`src/rtl/sysctl_pkg.sv`:
```
package sysctl_pkg;
   localparam logic [4:0]  IDX_STATUS   = 5'd12;
   localparam logic [4:0]  IDX_CAUSE    = 5'd13;
   localparam logic [4:0]  IDX_EPC      = 5'd14;
   localparam logic [4:0]  IDX_PRID     = 5'd15;
   localparam logic [31:0] STAT_RD_MASK = 32'h0000_FF3F;
   localparam logic [31:0] STAT_WR_MASK = 32'h0003_FF3F;
   localparam logic [31:0] STAT_RESET   = 32'h0000_0002;
   localparam logic [4:0]  CODE_INT     = 5'd0;
   localparam logic [4:0]  CODE_SYS     = 5'd8;

   typedef struct packed {
      logic       bd;
      logic [4:0] code;
   } cause_t;
endpackage

```
`src/rtl/sysctl_irq_gate.sv`:
```
module sysctl_irq_gate #(
   parameter int unsigned NIRQ = 6
) (
   input  logic [NIRQ-1:0] irq_seen,
   input  logic [NIRQ-1:0] mask,
   input  logic            gie,
   output logic            int_req
);
   logic [NIRQ-1:0] pend;

   always_comb begin
      pend    = irq_seen & mask;
      int_req = gie & (|pend);
   end
endmodule

```
`src/rtl/sysctl_status_reg.sv`:
```
module sysctl_status_reg
   import sysctl_pkg::*;
(
   input  logic        clk,
   input  logic        rst_n,
   input  logic        trap_fire,
   input  logic        pop,
   input  logic        wr_en,
   input  logic [31:0] wr_data,
   output logic [31:0] st_q
);
   always_ff @(posedge clk) begin
      if (!rst_n) begin
         st_q <= STAT_RESET;
      end else if (trap_fire) begin
         st_q[5:0] <= {st_q[3:0], 2'b10};
      end else if (pop) begin
         st_q[3:0] <= st_q[5:2];
      end else if (wr_en) begin
         st_q <= wr_data & STAT_WR_MASK;
      end
   end
endmodule

```
`src/rtl/sysctl_trap_ctl.sv`:
```
module sysctl_trap_ctl
   import sysctl_pkg::*;
#(
   parameter int unsigned SLOT_BACK = 4
) (
   input  logic        clk,
   input  logic        rst_n,
   input  logic        sys_req,
   input  logic        int_req,
   input  logic [31:0] flt_pc,
   input  logic        flt_in_slot,
   output logic        trap_fire,
   output cause_t      cause_q,
   output logic [31:0] epc_q,
   output logic        trap_taken,
   output logic [4:0]  trap_code
);
   localparam logic [31:0] BACK = 32'(SLOT_BACK);

   logic [4:0]  code_n;
   logic [31:0] epc_n;

   always_comb begin
      trap_fire = sys_req | int_req;
      code_n    = sys_req ? CODE_SYS : CODE_INT;
      epc_n     = flt_in_slot ? (flt_pc - BACK) : flt_pc;
   end

   always_ff @(posedge clk) begin
      if (!rst_n) begin
         cause_q    <= '0;
         epc_q      <= '0;
         trap_taken <= 1'b0;
         trap_code  <= '0;
      end else begin
         trap_taken <= trap_fire;
         if (trap_fire) begin
            cause_q.bd   <= flt_in_slot;
            cause_q.code <= code_n;
            epc_q        <= epc_n;
            trap_code    <= code_n;
         end
      end
   end
endmodule

```
`src/rtl/sysctl_cop.sv`:
```
module sysctl_cop
   import sysctl_pkg::*;
#(
   parameter int unsigned NIRQ        = 6,
   parameter int unsigned SYNC_STAGES = 0,
   parameter int unsigned SLOT_BACK   = 4,
   parameter logic [31:0] PRID        = 32'h0000_0230
) (
   input  logic            clk,
   input  logic            rst_n,
   input  logic            acc_valid,
   input  logic            acc_write,
   input  logic [4:0]      acc_idx,
   input  logic [31:0]     acc_wdata,
   output logic [31:0]     acc_rdata,
   input  logic            rfe_req,
   input  logic            exc_req,
   input  logic [31:0]     flt_pc,
   input  logic            flt_in_slot,
   input  logic [NIRQ-1:0] irq,
   output logic            trap_taken,
   output logic [4:0]      trap_code
);
   localparam int unsigned MASK_LO = 8;

   if (NIRQ < 1 || NIRQ > 8) begin : g_bad_nirq
      $error("sysctl_cop: NIRQ must be 1..8");
   end
   if (SYNC_STAGES > 4) begin : g_bad_sync
      $error("sysctl_cop: SYNC_STAGES must be 0..4");
   end
   if (SLOT_BACK == 0) begin : g_bad_back
      $error("sysctl_cop: SLOT_BACK must be nonzero");
   end

   logic [NIRQ-1:0] irq_seen;
   logic [31:0]     st_q;
   logic            kern;
   logic            int_req;
   logic            trap_fire;
   cause_t          cause_q;
   logic [31:0]     epc_q;
   logic            wr_en;
   logic            pop;
   logic [7:0]      irq8;

   if (SYNC_STAGES == 0) begin : g_direct
      assign irq_seen = irq;
   end else begin : g_sync
      logic [NIRQ-1:0] chain [SYNC_STAGES];
      always_ff @(posedge clk) begin
         if (!rst_n) begin
            for (int k = 0; k < int'(SYNC_STAGES); k++) chain[k] <= '0;
         end else begin
            chain[0] <= irq;
            for (int k = 1; k < int'(SYNC_STAGES); k++) chain[k] <= chain[k-1];
         end
      end
      assign irq_seen = chain[SYNC_STAGES-1];
   end

   assign kern  = st_q[1];
   assign pop   = rfe_req & kern;
   assign wr_en = acc_valid & acc_write & kern & (acc_idx == IDX_STATUS);

   sysctl_irq_gate #(.NIRQ(NIRQ)) u_gate (
      .irq_seen (irq_seen),
      .mask     (st_q[MASK_LO +: NIRQ]),
      .gie      (st_q[0]),
      .int_req  (int_req)
   );

   sysctl_status_reg u_status (
      .clk       (clk),
      .rst_n     (rst_n),
      .trap_fire (trap_fire),
      .pop       (pop),
      .wr_en     (wr_en),
      .wr_data   (acc_wdata),
      .st_q      (st_q)
   );

   sysctl_trap_ctl #(.SLOT_BACK(SLOT_BACK)) u_trap (
      .clk         (clk),
      .rst_n       (rst_n),
      .sys_req     (exc_req),
      .int_req     (int_req),
      .flt_pc      (flt_pc),
      .flt_in_slot (flt_in_slot),
      .trap_fire   (trap_fire),
      .cause_q     (cause_q),
      .epc_q       (epc_q),
      .trap_taken  (trap_taken),
      .trap_code   (trap_code)
   );

   always_comb begin
      irq8                 = '0;
      irq8[NIRQ-1:0]       = irq_seen;
   end

   always_comb begin
      acc_rdata = '0;
      if (acc_valid && kern) begin
         case (acc_idx)
            IDX_STATUS: acc_rdata = st_q & STAT_RD_MASK;
            IDX_CAUSE:  acc_rdata = {cause_q.bd, 15'd0, irq8, 1'b0, cause_q.code, 2'b00};
            IDX_EPC:    acc_rdata = epc_q;
            IDX_PRID:   acc_rdata = PRID;
            default:    acc_rdata = '0;
         endcase
      end
   end
endmodule

```
`config.mk`:
```
export PLATFORM = sky130hd
export DESIGN_NAME = sysctl_cop
export DESIGN_NICKNAME = d
export VERILOG_FILES = /design/src/rtl/sysctl_pkg.sv /design/src/rtl/sysctl_irq_gate.sv /design/src/rtl/sysctl_status_reg.sv /design/src/rtl/sysctl_trap_ctl.sv /design/src/rtl/sysctl_cop.sv
export SDC_FILE = /design/constraint.sdc
export NUM_CORES = 1
export LEC_CHECK = 0
export CORE_UTILIZATION = 44
export CTS_CLUSTER_DIAMETER = 60
export DETAILED_ROUTE_END_ITERATION = 10
export PLACE_DENSITY = 0.81
export SETUP_SLACK_MARGIN = 0.02
export SYNTH_ARGS = -nofsm -noshare
export SYNTH_HDL_FRONTEND = slang
export SYNTH_SLANG_ARGS = --single-unit
```
`constraint.sdc`:
```
create_clock -name clk -period 2.2 [get_ports clk]
set_input_delay 0.22 -clock clk [delete_from_list [all_inputs] [get_ports clk]]
set_output_delay 0.22 -clock clk [all_outputs]
set_load 0.05 [all_outputs]
```
==> results of run 1 <==
sequential cells by signal, indices dropped and copies added (netlist names):
| register | count |
|---|---|
| u_trap.epc_q | 32 |
| u_status.st_q | 14 |
| u_trap.cause_q | 2 |
| u_trap.trap_taken | 1 |
stage by stage:
step | instance area, sq um | worst slack, ps | utilization (%)
after floorplan | 3060 | 160 | -
after global placement | 4650 | -56.2 | 71.2
after detailed placement | 4650 | -128 | 71.2
after CTS | 4770 | 62.9 | 73.0
after global routing | 4800 | 13.6 | 73.4
final | 4800 | 98.3 | 73.4
synthesized netlist by cell type, types with 4 or more instances:
cell type	instances	area share, %
nor3_1	33	5.4
a211oi_1	13	3.2
nor2_1	24	3.0
o21ai_0	16	2.6
clkbuf_1	26	3.2
o41ai_1	4	1.1
nand2_1	13	1.6
nand3_1	11	1.8
buf_4	6	1.5
a21oi_1	23	3.8
o31ai_1	11	2.7
or4_1	7	1.7
mux2i_1	7	2.3
dfxtp_1	49	32
or2_2	4	0.82
and2_1	17	3.5
or3_1	10	2.1
nand4_1	13	2.7
xor2_1	9	2.6
inv_1	4	0.49
a22oi_1	6	1.5
a311oi_1	15	4.3
worst max path at each step:
| stage | start | to | cells past startpoint |
|---|---|---|---|
| finish | u_status.st_q[1] | acc_rdata[4] | 4 |
| global route | acc_idx[4] | acc_rdata[16] | 7 |
| CTS | acc_idx[4] | acc_rdata[16] | 7 |
| detailed placement | flt_pc[6] | u_trap.epc_q[30] | 6 |
| global placement | flt_pc[26] | u_trap.epc_q[31] | 5 |
| floorplan | acc_idx[4] | acc_rdata[21] | 6 |
per-layer routing:
layer	part of all wire (%)	up-vias
met5	0	-
met4	2.6	0
met3	5.5	25
met2	51	156
met1	41	1728
li1	-	1682
cell type report:
class                           count  area [sq um]
Fill cell                         473          1740
Inverter                            6          22.5
Clock buffer                        7          86.3
Timing Repair Buffer              144          1660
Multi-Input combinational cell    291          1920
Clock inverter                      1          30.0
Tap cell                           77          96.3
Sequential cell                    49           981
power by group through the flow:
stage	logic [W]	clock network [W]	registers, W
finish	0.000454	0.000659	0.000969
floorplan	0.000213	0	0.000979
global route	0.000488	0.000712	0.000974
global placement	0.000433	0	0.000986
CTS	0.000448	0.000664	0.000967
detailed placement	0.000445	0	0.000988
kinds of logic after synthesis:
logic type | Yosys count | synth area share, %
compound gates | 106 | 24.3
mux | 9 | 3.03
flops | 49 | 32.1
other cells | 1 | 0.123
buf+inv | 39 | 5.58
simple gates | 159 | 31.0
fa+ha+maj | 1 | 0.410
xor+xnor | 12 | 3.44
worst min-delay path, delay by kind of cell (launching register included):
family	cells	cell delay (ps)
DFF	1	320
and+or+nand+nor	1	60
AOI/OAI and AO/OA	1	50
timing repair:
item                                    4_1_cts  5_1_grt
resized for setup                             0        2
endpoints found under the setup margin        0       19
buffers inserted                              0        2
==> flow_summary.ini, run 1 <==
[run_status]
run_status = complete, no violations

[placed_design]
dp_hpwl_um = 7370
dp.cells = 565
place_congestion = 0.912
portBuffers = 97

[min_path]
hold_path.class = reg2reg
min_to = u_trap.cause_q[5]
hold_depth = 2
hp-start = u_trap.cause_q[5]

[cts]
cts_sinks = 49
postCtsHoldBufs = 0
clk_pin_slew_ps = 90
clockBufferDepth = 2
htreeDepth = 2
clockRootBuffer = clkbuf_8
cts_made_buffers = 5
insertion_delay_ps = 300
cts_tree = built

[layout]
mostFrequentLayoutCell = clkdlybuf4s50_1
instances_no_fill = 575
final_cell_mix = 65 x clkdlybuf4s50_1, 49 x dfxtp_1, 46 x buf_4
antenna_cells = 0
final_layout_size_suffix_gt1_share_pct = 21.5
nets = 580
area_delta_synth_final_pct = 57.2

[pwr]
p_per_area_mw_per_mm2 = 434
ir_drop_uv = 266
power_leakage_nw = 1.68
switching_share_pct = 25.9
totalPowerFinal_w = 0.00208
power_frac_seq_pct = 46.5
p_int_w = 0.00154
clkPwrFrac_pct = 31.7
switchingPower_w = 0.000540
pwr-share-comb_pct = 21.8

[critical_path]
critPathKind = reg2out
path_delay_family = simple AND/OR/NAND/NOR gates
cp_cell_sequence = nand2_1 -> or2_2 -> a21oi_1 -> buf_12
cp_data_arrival_time_ps = 1880
cp_num_buf_inv = 1
rr_endpoint = u_status.st_q[9]
endpoint_kind = primary output
cpPeakStageDelay_ps = 490
cp_data_required_time_ps = 1980
cp-start-kind = flop
r2r_slack_ps = 440
r2r_cells = 4
crit_fanout = 15
crit_slowest_cell = dfxtp_1
crit-reg2reg-launch = u_status.st_q[1]

[global_route]
grt_use_total_pct = 27.7
busiest_layer = met2
grtUsageMet3_pct = 3.21
grt_pass1_vias = 3483
grt_pass1_wl_um = 16200
grt_overflow_total = 0
grt_max_degree = 43
antenna_found_initial = 0
grt_use_met2_pct = 49.6
grt.met1_usage_pct = 33.8

[synthesis]
synthArstFlopShare_pct = 0
netlist_area_sq_mm = 0.00305
yosysWarnings = 0
ys.flop_type = dfxtp_1
ys_ff_latch = 49
ys_types = 58
yosysSeqAreaShare_pct = 32.1
synth_edf_count = 0
synth_cells = 376
avgSynthCellArea_sq_um = 8.12

[routing]
postRouteAntennaNets = 0
first_pass_iters = 5
num_vias = 3591
vias_per_cell = 6.25
first_iter_violations = 201
wl_um = 9860
wl_per_cell_um = 17.1
drc = 0

[timing]
hold_viol = 0
rsz0062_at_grt = true
tns_ps = 0
whs_ps = 475
setup_viol = 0
finalCritPeriodShare_pct = 95.5
maxSlewViolCount = 0
min_period_ps = 2100
skew_ps = 5.61
fmax_ghz = 0.476

[floorplanning]
ioPinCount = 120
start_util_pct = 46.7
num_rows = 29
die_h_um = 85.3
die_area_sq_mm = 0.00727
fp.dieW_um = 85.3
core_region_area_sq_mm = 0.00653

[job]
drv_cap = 0
Note: power is estimated with default switching activity, not from simulation.
==> run 2, diff against run 1 <==
CORE_ASPECT_RATIO = 1.25   (was not set)
==> flow_summary.ini, run 2 (synthesized netlist as in run 1, its figures left out) <==
[routing]
dr_wl_met3_um = 513
maxUsedRoutingLayer = met4
postRouteAntennaNets = 0
first_iter_violations = 295
wirelength_met1_um = 3880
wl_um = 9780
first_pass_iters = 5
vias_per_cell = 6.05
drc = 0
num_vias = 3548
wl_per_cell_um = 16.7
wl_met2_um = 5060

[cts]
cts_tree = built
htreeDepth = 2
clockRootBuffer = clkbuf_8
clockBufferDepth = 2
cts_made_buffers = 5
cts_sinks = 49
clk_pin_slew_ps = 90
insertion_delay_ps = 300

[pwr]
p_per_area_mw_per_mm2 = 451
totalPowerFinal_w = 0.00217
power_leakage_nw = 1.69
ir_drop_uv = 292

[timing]
maxSlewViolCount = 0
setup_viol = 0
whs_ps = 480
skew_ps = 2.45
finalCritPeriodShare_pct = 96.7
min_period_ps = 2130
fmax_ghz = 0.470
hold_viol = 0
tns_ps = 0

[layout]
seqCellArea_sq_um = 981
top_regs = u_trap.epc_q: 32 flops, u_status.st_q: 14 flops, u_trap.cause_q: 2 flops
antenna_cells = 0
nets = 581
multiInputGateArea_sq_mm = 0.00192
largest_reg_flops = 32
nFillCells = 520
mostFrequentLayoutCell = clkdlybuf4s50_1
top_register = u_trap.epc_q
area_delta_synth_final_pct = 57.7
final_cell_mix = 65 x clkdlybuf4s50_1, 49 x dfxtp_1, 48 x buf_4
final_core_util_pct = 72.4
final_layout_size_suffix_gt1_share_pct = 21.6
instances_no_fill = 586

[critical_path]
setup.worst_path.start = acc_idx[4]
endpoint_kind = primary output
r2r_cells = 4
cp-start-kind = input pin
rr_endpoint = u_status.st_q[10]
crit_fanout = 17
r2r_slack_ps = 370
cp_data_required_time_ps = 1980
endpoint = acc_rdata[7]
cp_data_arrival_time_ps = 1910
crit-reg2reg-launch = u_status.st_q[1]
critPathKind = in2out

[min_path]
hold_path.class = reg2reg

[global_route]
grt_use_total_pct = 27.6
antenna_found_initial = 0
grt_max_degree = 43
grt_pass1_wl_um = 16100
grt_pass1_vias = 3478
grt_overflow_total = 0

[placed_design]
place_congestion = 0.904
portBuffers = 97
dp.cells = 576
dp_hpwl_um = 7280

[floorplanning]
ioPinCount = 120
fp.dieW_um = 76.5
num_rows = 33
core_region_area_sq_mm = 0.00665
die_h_um = 95.1
die_area_sq_mm = 0.00727
start_util_pct = 45.9

[job]
drv_cap = 0

[run_status]
run_status = complete, no violations
[run 2: layout make-up]
type                    instances  share of cell area [%]
repair buffers                145                    34.3
multi-input cells             291                    39.8
clock buffers                   5                    1.43
well taps                      87                    2.26
flip-flops and latches         49                    20.4
clock inverters                 3                    1.35
inverters                       6                   0.468
[run 2: critical path, stage by stage]
cell and delay [ps]:
clkdlybuf4s50_1 410, nand3b_1 260, nor3b_2 250, and3_1 250
buf_12 150, and2_1 200, buf_12 150
[run 2: report_power, final]
| group | internal (W) | total [W] | switching, W |
|---|---|---|---|
| sequential | 0.000937 | 0.000969 | 0.0000322 |
| combinational | 0.000231 | 0.000448 | 0.000217 |
| clock | 0.000452 | 0.000752 | 0.000301 |
[run 2: through the flow]
stage                     cell area [sq um]  setup WS, ps
after detailed placement               4660         -74.6
after global routing                   4810         -6.24
after floorplan                        3060           160
after CTS                              4790          39.9
final                                  4810          72.1
after global placement                 4660         -64.3
[run 2: how the worst min path moves through the flow]
stage	endpoint	depth (start not counted)	slack [ps]	start
after global routing	u_trap.epc_q[0]	2	500	u_trap.epc_q[0]
final	u_trap.epc_q[0]	2	480	u_trap.epc_q[0]
after global placement	u_trap.epc_q[0]	2	460	u_trap.epc_q[0]
after floorplan	u_status.st_q[0]	2	370	acc_wdata[0]
after detailed placement	u_trap.epc_q[0]	2	460	u_trap.epc_q[0]
after CTS	u_trap.epc_q[0]	2	480	u_trap.epc_q[0]
[run 2: metal layers]
layer,track usage (%),up-vias
met5,0,-
met4,12.3,0
met3,3.54,22
met2,51.5,169
met1,31.5,1673
li1,-,1684
[run 2: repair_timing]
action | 4_1_cts | 5_1_grt
endpoints found under the setup margin | 0 | 19
setup buffers | 0 | 2
hold buffers | 0 | 0
resized for setup | 0 | 1
==> run 3, diff against run 2 <==
SKIP_LAST_GASP = 1   (was not set)
TNS_END_PERCENT = 10   (was not set)
==> flow_summary.ini, run 3 (synthesized netlist as in run 1, its figures left out) <==
[routing]
drc = 0
wl_um = 9770
postRouteAntennaNets = 0
first_iter_violations = 306
num_vias = 3557
wl_per_cell_um = 16.7
first_pass_iters = 5
vias_per_cell = 6.07

[timing]
min_period_ps = 2190
tns_ps = 0
whs_ps = 475
finalCritPeriodShare_pct = 99.7
skew_ps = 2.51
rsz0062_at_grt = true
hold_viol = 0
maxSlewViolCount = 0
fmax_ghz = 0.456
worst_slack_ps = 6.61
setup_viol = 0

[job]
drv_cap = 0

[cts]
cts_made_buffers = 5
postCtsSetupBuffers = 0
postCtsHoldBufs = 0
clk_pin_slew_ps = 90
htreeDepth = 2
cts_tree = built
clockRootBuffer = clkbuf_8
cts_sinks = 49
cts_resized = 0
insertion_delay_ps = 300
clockBufferDepth = 2

[global_route]
busiest_layer = met2
grt_overflow_total = 0
grt_max_degree = 43
grt_pass1_wl_um = 16100
grt_use_met2_pct = 51.5
grt_use_total_pct = 27.6
grt.met1_usage_pct = 31.5
antenna_found_initial = 0
grt_pass1_vias = 3478
grtUsageMet3_pct = 3.54

[pwr]
pwr-share-comb_pct = 20.6
ir_drop_uv = 291
switchingPower_w = 0.000551
p_int_w = 0.00162
clkPwrFrac_pct = 34.7
p_per_area_mw_per_mm2 = 451
switching_share_pct = 25.4
power_frac_seq_pct = 44.7
power_leakage_nw = 1.69

[layout]
nets = 581
antenna_cells = 0
largest_reg_flops = 32
mostFrequentLayoutCell = clkdlybuf4s50_1
top_regs = u_trap.epc_q: 32 flops, u_status.st_q: 14 flops, u_trap.cause_q: 2 flops
final_area_sq_mm = 0.00481
final_layout_size_suffix_gt1_share_pct = 21.4
instances_no_fill = 586
final_cell_mix = 65 x clkdlybuf4s50_1, 49 x dfxtp_1, 48 x buf_4
area_delta_synth_final_pct = 57.6
top_register = u_trap.epc_q

[placed_design]
dp_slack_ps = -74.6
dp.cells = 576
placed_area_sq_mm = 0.00466
place_congestion = 0.904
portBuffers = 97
dp_hpwl_um = 7280

[critical_path]
cp_data_required_time_ps = 1980
r2r_slack_ps = 360
endpoint_kind = primary output
cp_data_arrival_time_ps = 1970
cp-start-kind = flop
crit_fanout = 15
critPathKind = reg2out

[floorplanning]
start_util_pct = 45.9
core_region_area_sq_mm = 0.00665
die_area_sq_mm = 0.00727
ioPinCount = 120
fp.dieW_um = 76.5
num_rows = 33
die_h_um = 95.1

[min_path]
hold_path.class = reg2reg

[run_status]
run_status = complete, no violations
[run 3: final timing paths]
path | depth (start not counted) | to | startpoint
max | 4 | acc_rdata[4] | u_status.st_q[1]
min | 2 | u_trap.epc_q[0] | u_trap.epc_q[0]
max reg2reg | 4 | u_status.st_q[10] | u_status.st_q[1]
min reg2reg | 2 | u_trap.epc_q[0] | u_trap.epc_q[0]
[run 3: per-layer routing]
metal | share of wire, % | vias to the layer above
met4 | 3.1 | 0
met1 | 40 | 1696
met3 | 5.5 | 23
met5 | 0 | -
met2 | 52 | 159
li1 | - | 1679
[run 3: power groups by stage]
stage	Sequential (W)	Clock, W	Combinational, W
6_report	0.000969	0.000754	0.000447
5_1_grt	0.000975	0.000799	0.000482
4_1_cts	0.000968	0.000757	0.000443
3_5_place_dp	0.000989	0	0.000439
3_3_place_gp	0.000986	0	0.000428
2_1_floorplan	0.000979	0	0.000213
[run 3: cell type report]
cell class | count | area, sq um
sequential | 49 | 981
clock inverter | 3 | 65.1
fill | 522 | 1840
inverter | 6 | 22.5
timing repair buffer | 145 | 1650
tap | 87 | 109
clock buffer | 5 | 68.8
multi-input combinational | 291 | 1910
[run 3: worst max-delay path, cell delays in order (launching register included)]
cell     delay, ps
dfxtp_1        490
nand2_1        150
or2_2          440
a21oi_1        390
buf_12         190
[run 3: through the flow]
stage / total power (W) / util, %
floorplan: 0.00119 / -
global placement: 0.00141 / 70.1
detailed placement: 0.00143 / 70.1
CTS: 0.00217 / 72.1
global route: 0.00226 / 72.4
finish: 0.00217 / 72.4
